<file path="config.mk">
export PLATFORM = sky130hd
export DESIGN_NAME = card_seq
export DESIGN_NICKNAME = d
export VERILOG_FILES = /design/src/rtl/card_seq_pkg.sv /design/src/rtl/card_seq_timer.sv /design/src/rtl/card_seq_fsm.sv /design/src/rtl/card_seq_outdec.sv /design/src/rtl/card_seq.sv
export SDC_FILE = /design/constraint.sdc
export NUM_CORES = 1
export LEC_CHECK = 0
export ABC_AREA = 1
export CORE_MARGIN = 2
export CORE_UTILIZATION = 55
export CTS_CLUSTER_SIZE = 14
export DETAILED_ROUTE_END_ITERATION = 10
export GPL_TIMING_DRIVEN = 0
export MAX_ROUTING_LAYER = met4
export PLACE_DENSITY = 0.87
export SYNTH_ARGS = -nofsm -noshare
export SYNTH_HDL_FRONTEND = slang
export SYNTH_SLANG_ARGS = --single-unit
</file>
<file path="constraint.sdc">
create_clock -name clk_i -period 2.1 [get_ports clk_i]
set_clock_uncertainty 0.15 [all_clocks]
set_input_delay 0.42 -clock clk_i [delete_from_list [all_inputs] [get_ports clk_i]]
set_output_delay 0.42 -clock clk_i [all_outputs]
set_load 0.02 [all_outputs]
</file>
<file path="src/rtl/card_seq_pkg.sv">
package card_seq_pkg;
  typedef enum logic [1:0] {
    ST_IDLE  = 2'd0,
    ST_ACT   = 2'd1,
    ST_ON    = 2'd2,
    ST_DEACT = 2'd3
  } seq_st_e;

  localparam int HALF_W = 4;

  // step points in half-units of T
  localparam logic [HALF_W-1:0] H_VCC_ON  = 4'd3;
  localparam logic [HALF_W-1:0] H_IO_ON   = 4'd8;
  localparam logic [HALF_W-1:0] H_RST_REL = 4'd14;
  localparam logic [HALF_W-1:0] H_CLK_OFF = 4'd1;
  localparam logic [HALF_W-1:0] H_IO_OFF  = 4'd2;
  localparam logic [HALF_W-1:0] H_VCC_OFF = 4'd3;
  localparam logic [HALF_W-1:0] H_DONE    = 4'd4;
endpackage

</file>
<file path="src/rtl/card_seq_timer.sv">
module card_seq_timer
  import card_seq_pkg::*;
#(
  parameter int TICKS_PER_T = 64
) (
  input  logic              clk_i,
  input  logic              rst_ni,
  input  logic              clear_i,
  input  logic              run_i,
  input  logic              tick_i,
  output logic [HALF_W-1:0] half_o
);
  localparam int HALF_TICKS = TICKS_PER_T / 2;
  localparam int SUB_W      = (HALF_TICKS > 1) ? $clog2(HALF_TICKS) : 1;
  localparam logic [SUB_W-1:0] SUB_LAST = SUB_W'(HALF_TICKS - 1);

  logic [SUB_W-1:0]  sub_q;
  logic [HALF_W-1:0] half_q;

  always_ff @(posedge clk_i or negedge rst_ni) begin
    if (!rst_ni) begin
      sub_q  <= '0;
      half_q <= '0;
    end else if (clear_i) begin
      sub_q  <= '0;
      half_q <= '0;
    end else if (run_i && tick_i) begin
      if (sub_q == SUB_LAST) begin
        sub_q <= '0;
        if (half_q != '1) half_q <= half_q + 1'b1;
      end else begin
        sub_q <= sub_q + 1'b1;
      end
    end
  end

  assign half_o = half_q;
endmodule

</file>
<file path="src/rtl/card_seq_fsm.sv">
module card_seq_fsm
  import card_seq_pkg::*;
(
  input  logic              clk_i,
  input  logic              rst_ni,
  input  logic              cmd_n_i,
  input  logic              fault_i,
  input  logic              rst_req_i,
  input  logic [HALF_W-1:0] half_i,
  output seq_st_e           state_o,
  output logic              clear_o,
  output logic              run_o,
  output logic              enter_deact_o,
  output logic              clk_go_o
);
  seq_st_e state_q, state_d;
  logic    armed_q, rst_prev_q, rst_hi_q, clk_go_q;
  logic    start, abort, fall_in_window;

  assign start = (state_q == ST_IDLE) && armed_q && !cmd_n_i;
  assign abort = cmd_n_i || fault_i;

  always_comb begin
    state_d = state_q;
    unique case (state_q)
      ST_IDLE:  if (start) state_d = ST_ACT;
      ST_ACT: begin
        if (abort)                  state_d = ST_DEACT;
        else if (half_i == H_RST_REL) state_d = ST_ON;
      end
      ST_ON:    if (abort) state_d = ST_DEACT;
      ST_DEACT: if (half_i == H_DONE) state_d = ST_IDLE;
      default:  state_d = ST_IDLE;
    endcase
  end

  assign fall_in_window = (state_q == ST_ACT) && (half_i >= H_IO_ON) &&
                          rst_hi_q && rst_prev_q && !rst_req_i;

  always_ff @(posedge clk_i or negedge rst_ni) begin
    if (!rst_ni) begin
      state_q    <= ST_IDLE;
      armed_q    <= 1'b0;
      rst_prev_q <= 1'b0;
      rst_hi_q   <= 1'b0;
      clk_go_q   <= 1'b0;
    end else begin
      state_q    <= state_d;
      rst_prev_q <= rst_req_i;
      if (cmd_n_i)    armed_q <= 1'b1;
      else if (start) armed_q <= 1'b0;
      if (start) begin
        rst_hi_q <= rst_req_i;
        clk_go_q <= 1'b0;
      end else if (fall_in_window) begin
        clk_go_q <= 1'b1;
      end
    end
  end

  assign state_o       = state_q;
  assign clear_o       = (state_d != state_q);
  assign run_o         = (state_q == ST_ACT) || (state_q == ST_DEACT);
  assign enter_deact_o = (state_d == ST_DEACT) && (state_q != ST_DEACT);
  assign clk_go_o      = clk_go_q;
endmodule

</file>
<file path="src/rtl/card_seq_outdec.sv">
module card_seq_outdec
  import card_seq_pkg::*;
(
  input  logic              clk_i,
  input  logic              rst_ni,
  input  seq_st_e           state_i,
  input  logic [HALF_W-1:0] half_i,
  input  logic              clk_go_i,
  input  logic              enter_deact_i,
  input  logic              rst_req_i,
  output logic              vcc_en_o,
  output logic              io_en_o,
  output logic              clk_en_o,
  output logic              card_rst_o
);
  // {clk, io, vcc} as they were when power-down began
  logic [2:0] held_q;

  always_comb begin
    vcc_en_o   = 1'b0;
    io_en_o    = 1'b0;
    clk_en_o   = 1'b0;
    card_rst_o = 1'b0;
    unique case (state_i)
      ST_IDLE: ;
      ST_ACT: begin
        vcc_en_o = (half_i >= H_VCC_ON);
        io_en_o  = (half_i >= H_IO_ON);
        clk_en_o = clk_go_i;
      end
      ST_ON: begin
        vcc_en_o   = 1'b1;
        io_en_o    = 1'b1;
        clk_en_o   = 1'b1;
        card_rst_o = rst_req_i;
      end
      ST_DEACT: begin
        vcc_en_o = held_q[0] && (half_i < H_VCC_OFF);
        io_en_o  = held_q[1] && (half_i < H_IO_OFF);
        clk_en_o = held_q[2] && (half_i < H_CLK_OFF);
      end
      default: ;
    endcase
  end

  always_ff @(posedge clk_i or negedge rst_ni) begin
    if (!rst_ni)            held_q <= '0;
    else if (enter_deact_i) held_q <= {clk_en_o, io_en_o, vcc_en_o};
  end
endmodule

</file>
<file path="src/rtl/card_seq.sv">
module card_seq
  import card_seq_pkg::*;
#(
  parameter int TICKS_PER_T = 64
) (
  input  logic       clk_i,
  input  logic       rst_ni,
  input  logic       tick_i,
  input  logic       cmd_n_i,
  input  logic       rst_req_i,
  input  logic       fault_i,
  output logic       vcc_en_o,
  output logic       io_en_o,
  output logic       clk_en_o,
  output logic       card_rst_o,
  output logic [1:0] state_o
);
  seq_st_e           state;
  logic [HALF_W-1:0] half;
  logic              clear, run, enter_deact, clk_go;

  card_seq_timer #(.TICKS_PER_T(TICKS_PER_T)) u_timer (
    .clk_i   (clk_i),
    .rst_ni  (rst_ni),
    .clear_i (clear),
    .run_i   (run),
    .tick_i  (tick_i),
    .half_o  (half)
  );

  card_seq_fsm u_fsm (
    .clk_i         (clk_i),
    .rst_ni        (rst_ni),
    .cmd_n_i       (cmd_n_i),
    .fault_i       (fault_i),
    .rst_req_i     (rst_req_i),
    .half_i        (half),
    .state_o       (state),
    .clear_o       (clear),
    .run_o         (run),
    .enter_deact_o (enter_deact),
    .clk_go_o      (clk_go)
  );

  card_seq_outdec u_outdec (
    .clk_i         (clk_i),
    .rst_ni        (rst_ni),
    .state_i       (state),
    .half_i        (half),
    .clk_go_i      (clk_go),
    .enter_deact_i (enter_deact),
    .rst_req_i     (rst_req_i),
    .vcc_en_o      (vcc_en_o),
    .io_en_o       (io_en_o),
    .clk_en_o      (clk_en_o),
    .card_rst_o    (card_rst_o)
  );

  assign state_o = state;
endmodule

</file>
==> results.ini <==
[drt]
drc_errors=0
drt_iter0_drc=18
drt_pre_antenna_iters=4
vias=978
wl_um=2300
ant_nets=0
via_per_inst=5.26
wl_per_cell_um=12.3

[yosys]
syn_area_um2=1160
yosys_warnings=0
yosysTopAreaCell=dfrtp_1
synth_cells=140
synth_area_leaders=dfrtp_1, nand2_1, nand3_1
synthDistinctLibCells=29
ys_ff_latch=18
yosysSeqAreaShare=0.388
avgSynthCellArea_um2=8.29
synth_nets=151
yosysTopAreaCellShare=0.388

[sta]
slew_headroom=0.470
post-route-min-period_ns=2.14
hold_viol=0
tightest_slew_ns=0.793
final_max_slew_viol_count=0
fin_ws_ns=-0.0427
setup_viol=1
fmax_mhz=467
rsz0062_at_grt=true
post-route-period-util=1.02

[finish]
fin_nets=171
syn2layout_area_growth_pct=19.5
fillCellCount=143
fin_area_um2=1390
seq_area_um2=453
layout-drive-gt1-share=0.258
antenna_cells=0
multiInputGateArea_um2=643

[power]
switching_power_uw=272
internal-power_uw=587
p_clk_frac=0.252
combPwrFrac=0.249
ir_worst_vdd_uv=536
power_density_nw_per_um2=619
total_leakage_power_nw=0.616
power_uw=859
sequentialPowerShare=0.498
switching_share=0.317

[global_routing]
antenna_found_initial=0
grt_pass1_vias=961
grtUsageTotal=0.214
grt_pass1_wl_um=3910
grt_max_degree=19
grt_overflow_total=0

[clock_network]
clkSlewWorstSetupHoldPaths_ns=0.10
clockRootBuffer=clkbuf_4
numClockSinks=18
cts_tree=built
h-tree-depth=1
holdBufCountCts=0
numCtsBuffers=3
cts_buffer_depth=2
clk_latency_ns=0.30

[worst_setup_path]
end_kind=output port
critical_path_peak_fanout=4
critPathKind=register to output port
r2r-end=u_timer.half_o[3]
reg2reg_slack_ns=0.23
r2r_start=u_timer.sub_q[0]
required_ns=1.53
start_kind=register
rr_worst_depth=9
crit_arrival_ns=1.57

[hold_path]
whs_endpoint=u_fsm.rst_hi_q
min_from=u_fsm.rst_hi_q
min_delay_path_depth=2
worstHoldPathType=register to register

[status]
failed_checks=setup timing
status=complete, but fails checks

[die]
die_w_um=49.9
die_area_um2=2490
rows=16
ios=12
coreArea_um2=1980
die_h_um=49.9
start_util=0.586

[place]
io_buffer_count=11
dpl_cell_area_um2=1310
place_ws_ns=-0.278
place_congestion=0.888
hpwl_um=1660

[job]
max_cap_viol_count=0

-- cell type report --
class / instances / share of cell area
timing repair buffer: 15 / 0.0929
multi-input combinational: 100 / 0.463
clock buffer: 4 / 0.0261
inverter: 20 / 0.0559
tap: 27 / 0.0243
sequential: 18 / 0.326
buffer: 2 / 0.0108
-- cell usage in the layout, fill, tap and decap left out, types with 2 or more instances in the layout --
| cell | netlist | routed |
|---|---|---|
| clkdlybuf4s50_1 | 0 | 7 |
| nor2_2 | 2 | 3 |
| nand2_4 | 2 | 2 |
| clkbuf_4 | 0 | 3 |
| o21ai_1 | 4 | 4 |
| nand3_1 | 13 | 13 |
| inv_1 | 17 | 17 |
| inv_2 | 2 | 2 |
| o21ai_0 | 2 | 2 |
| nand2_2 | 5 | 6 |
| dfrtp_2 | 0 | 2 |
| o221ai_2 | 0 | 2 |
| buf_4 | 2 | 8 |
| xor2_1 | 2 | 2 |
| nor2_4 | 2 | 2 |
| nand3_4 | 2 | 2 |
| nand2_1 | 30 | 29 |
| ha_1 | 5 | 4 |
| dfrtp_1 | 18 | 16 |
| nor2_1 | 16 | 15 |
| nand4_1 | 2 | 2 |
-- flip-flops by register name, summed over array words and instances, names as in the netlist --
signal	cells
u_fsm.rst_prev_q	1
u_timer.sub_q	5
u_fsm.state_o	2
u_fsm.clk_go_o	1
u_fsm.rst_hi_q	1
u_timer.half_o	4
u_fsm.armed_q	1
u_outdec.held_q	3
-- worst max path at each step --
stage	start	end	slack [ns]	cells past startpoint
after global routing	u_timer.half_o[1]	vcc_en_o	-0.15	5
after detailed placement	u_timer.half_o[0]	vcc_en_o	-0.28	5
after floorplan	u_fsm.state_o[0]	vcc_en_o	0.21	4
final	u_timer.half_o[1]	vcc_en_o	-0.04	5
after global placement	u_timer.half_o[0]	vcc_en_o	-0.27	5
after CTS	u_timer.half_o[0]	vcc_en_o	-0.05	5
-- synthesized netlist by cell type (all sizes together) --
cell and n:
inv 20, o21ai 6, ha 5, buf 2, nand2 37, o211ai 1
nor3 1, o31ai 1, nand4 2, xor2 2, o221ai 3, a21boi 1
nand3 16, xnor2 1, nand3b 1, nor2 20, dfrtp 18, o21bai 1
a21oi 2
-- worst max-delay path, stage by stage (launching register included) --
cell and delay [ns]:
dfrtp_1 0.44, ha_2 0.22, nor3_2 0.20, nand2_1 0.09, o221ai_2 0.15, buf_4 0.17
-- power by group through the flow --
stage                     Sequential [mW]  Combinational [mW]  Clock [mW]
after global routing                0.434               0.242       0.233
after CTS                           0.427               0.212       0.221
after detailed placement            0.436               0.200           0
final                               0.428               0.214       0.217
after floorplan                     0.426               0.144           0
after global placement              0.430               0.187           0
-- repair_timing --
item	in CTS	in global routing
setup endpoints to repair	4	4
gates resized for setup	21	5
cloned	0	0
buffers inserted	3	1
pin swaps	0	1
-- per-stage QoR --
step / util / instances / hold slack (ns) / TNS [ns]
2_1_floorplan: - / 140 / -0.0256 / 0
3_3_place_gp: 0.658 / 178 / 0.319 / -0.669
3_5_place_dp: 0.658 / 178 / 0.334 / -0.736
4_1_cts: 0.688 / 185 / 0.360 / -0.0482
5_1_grt: 0.700 / 186 / 0.411 / -0.149
6_report: 0.700 / 186 / 0.355 / -0.0427
-- per-layer routing --
| layer | GRT usage | up-vias | wire [um] |
|---|---|---|---|
| met3 | 0.0424 | 13 | 75 |
| met1 | 0.242 | 454 | 1020 |
| met5 | - | - | 0 |
| met2 | 0.342 | 23 | 1100 |
| met4 | 0.139 | 0 | 96 |
| li1 | - | 488 | - |
-- cells by family (layout without fill, tap and decap cells) --
kind of cell / count (synthesis) / count (layout) / share of synthesized area
buf+inv: 22 / 41 / 0.0797
flops: 18 / 18 / 0.388
fa+ha+maj: 5 / 5 / 0.0539
xor+xnor: 3 / 3 / 0.0226
compound gates: 15 / 15 / 0.114
simple gates: 77 / 77 / 0.342
No activity file was read; power rests on OpenSTA's default activity.
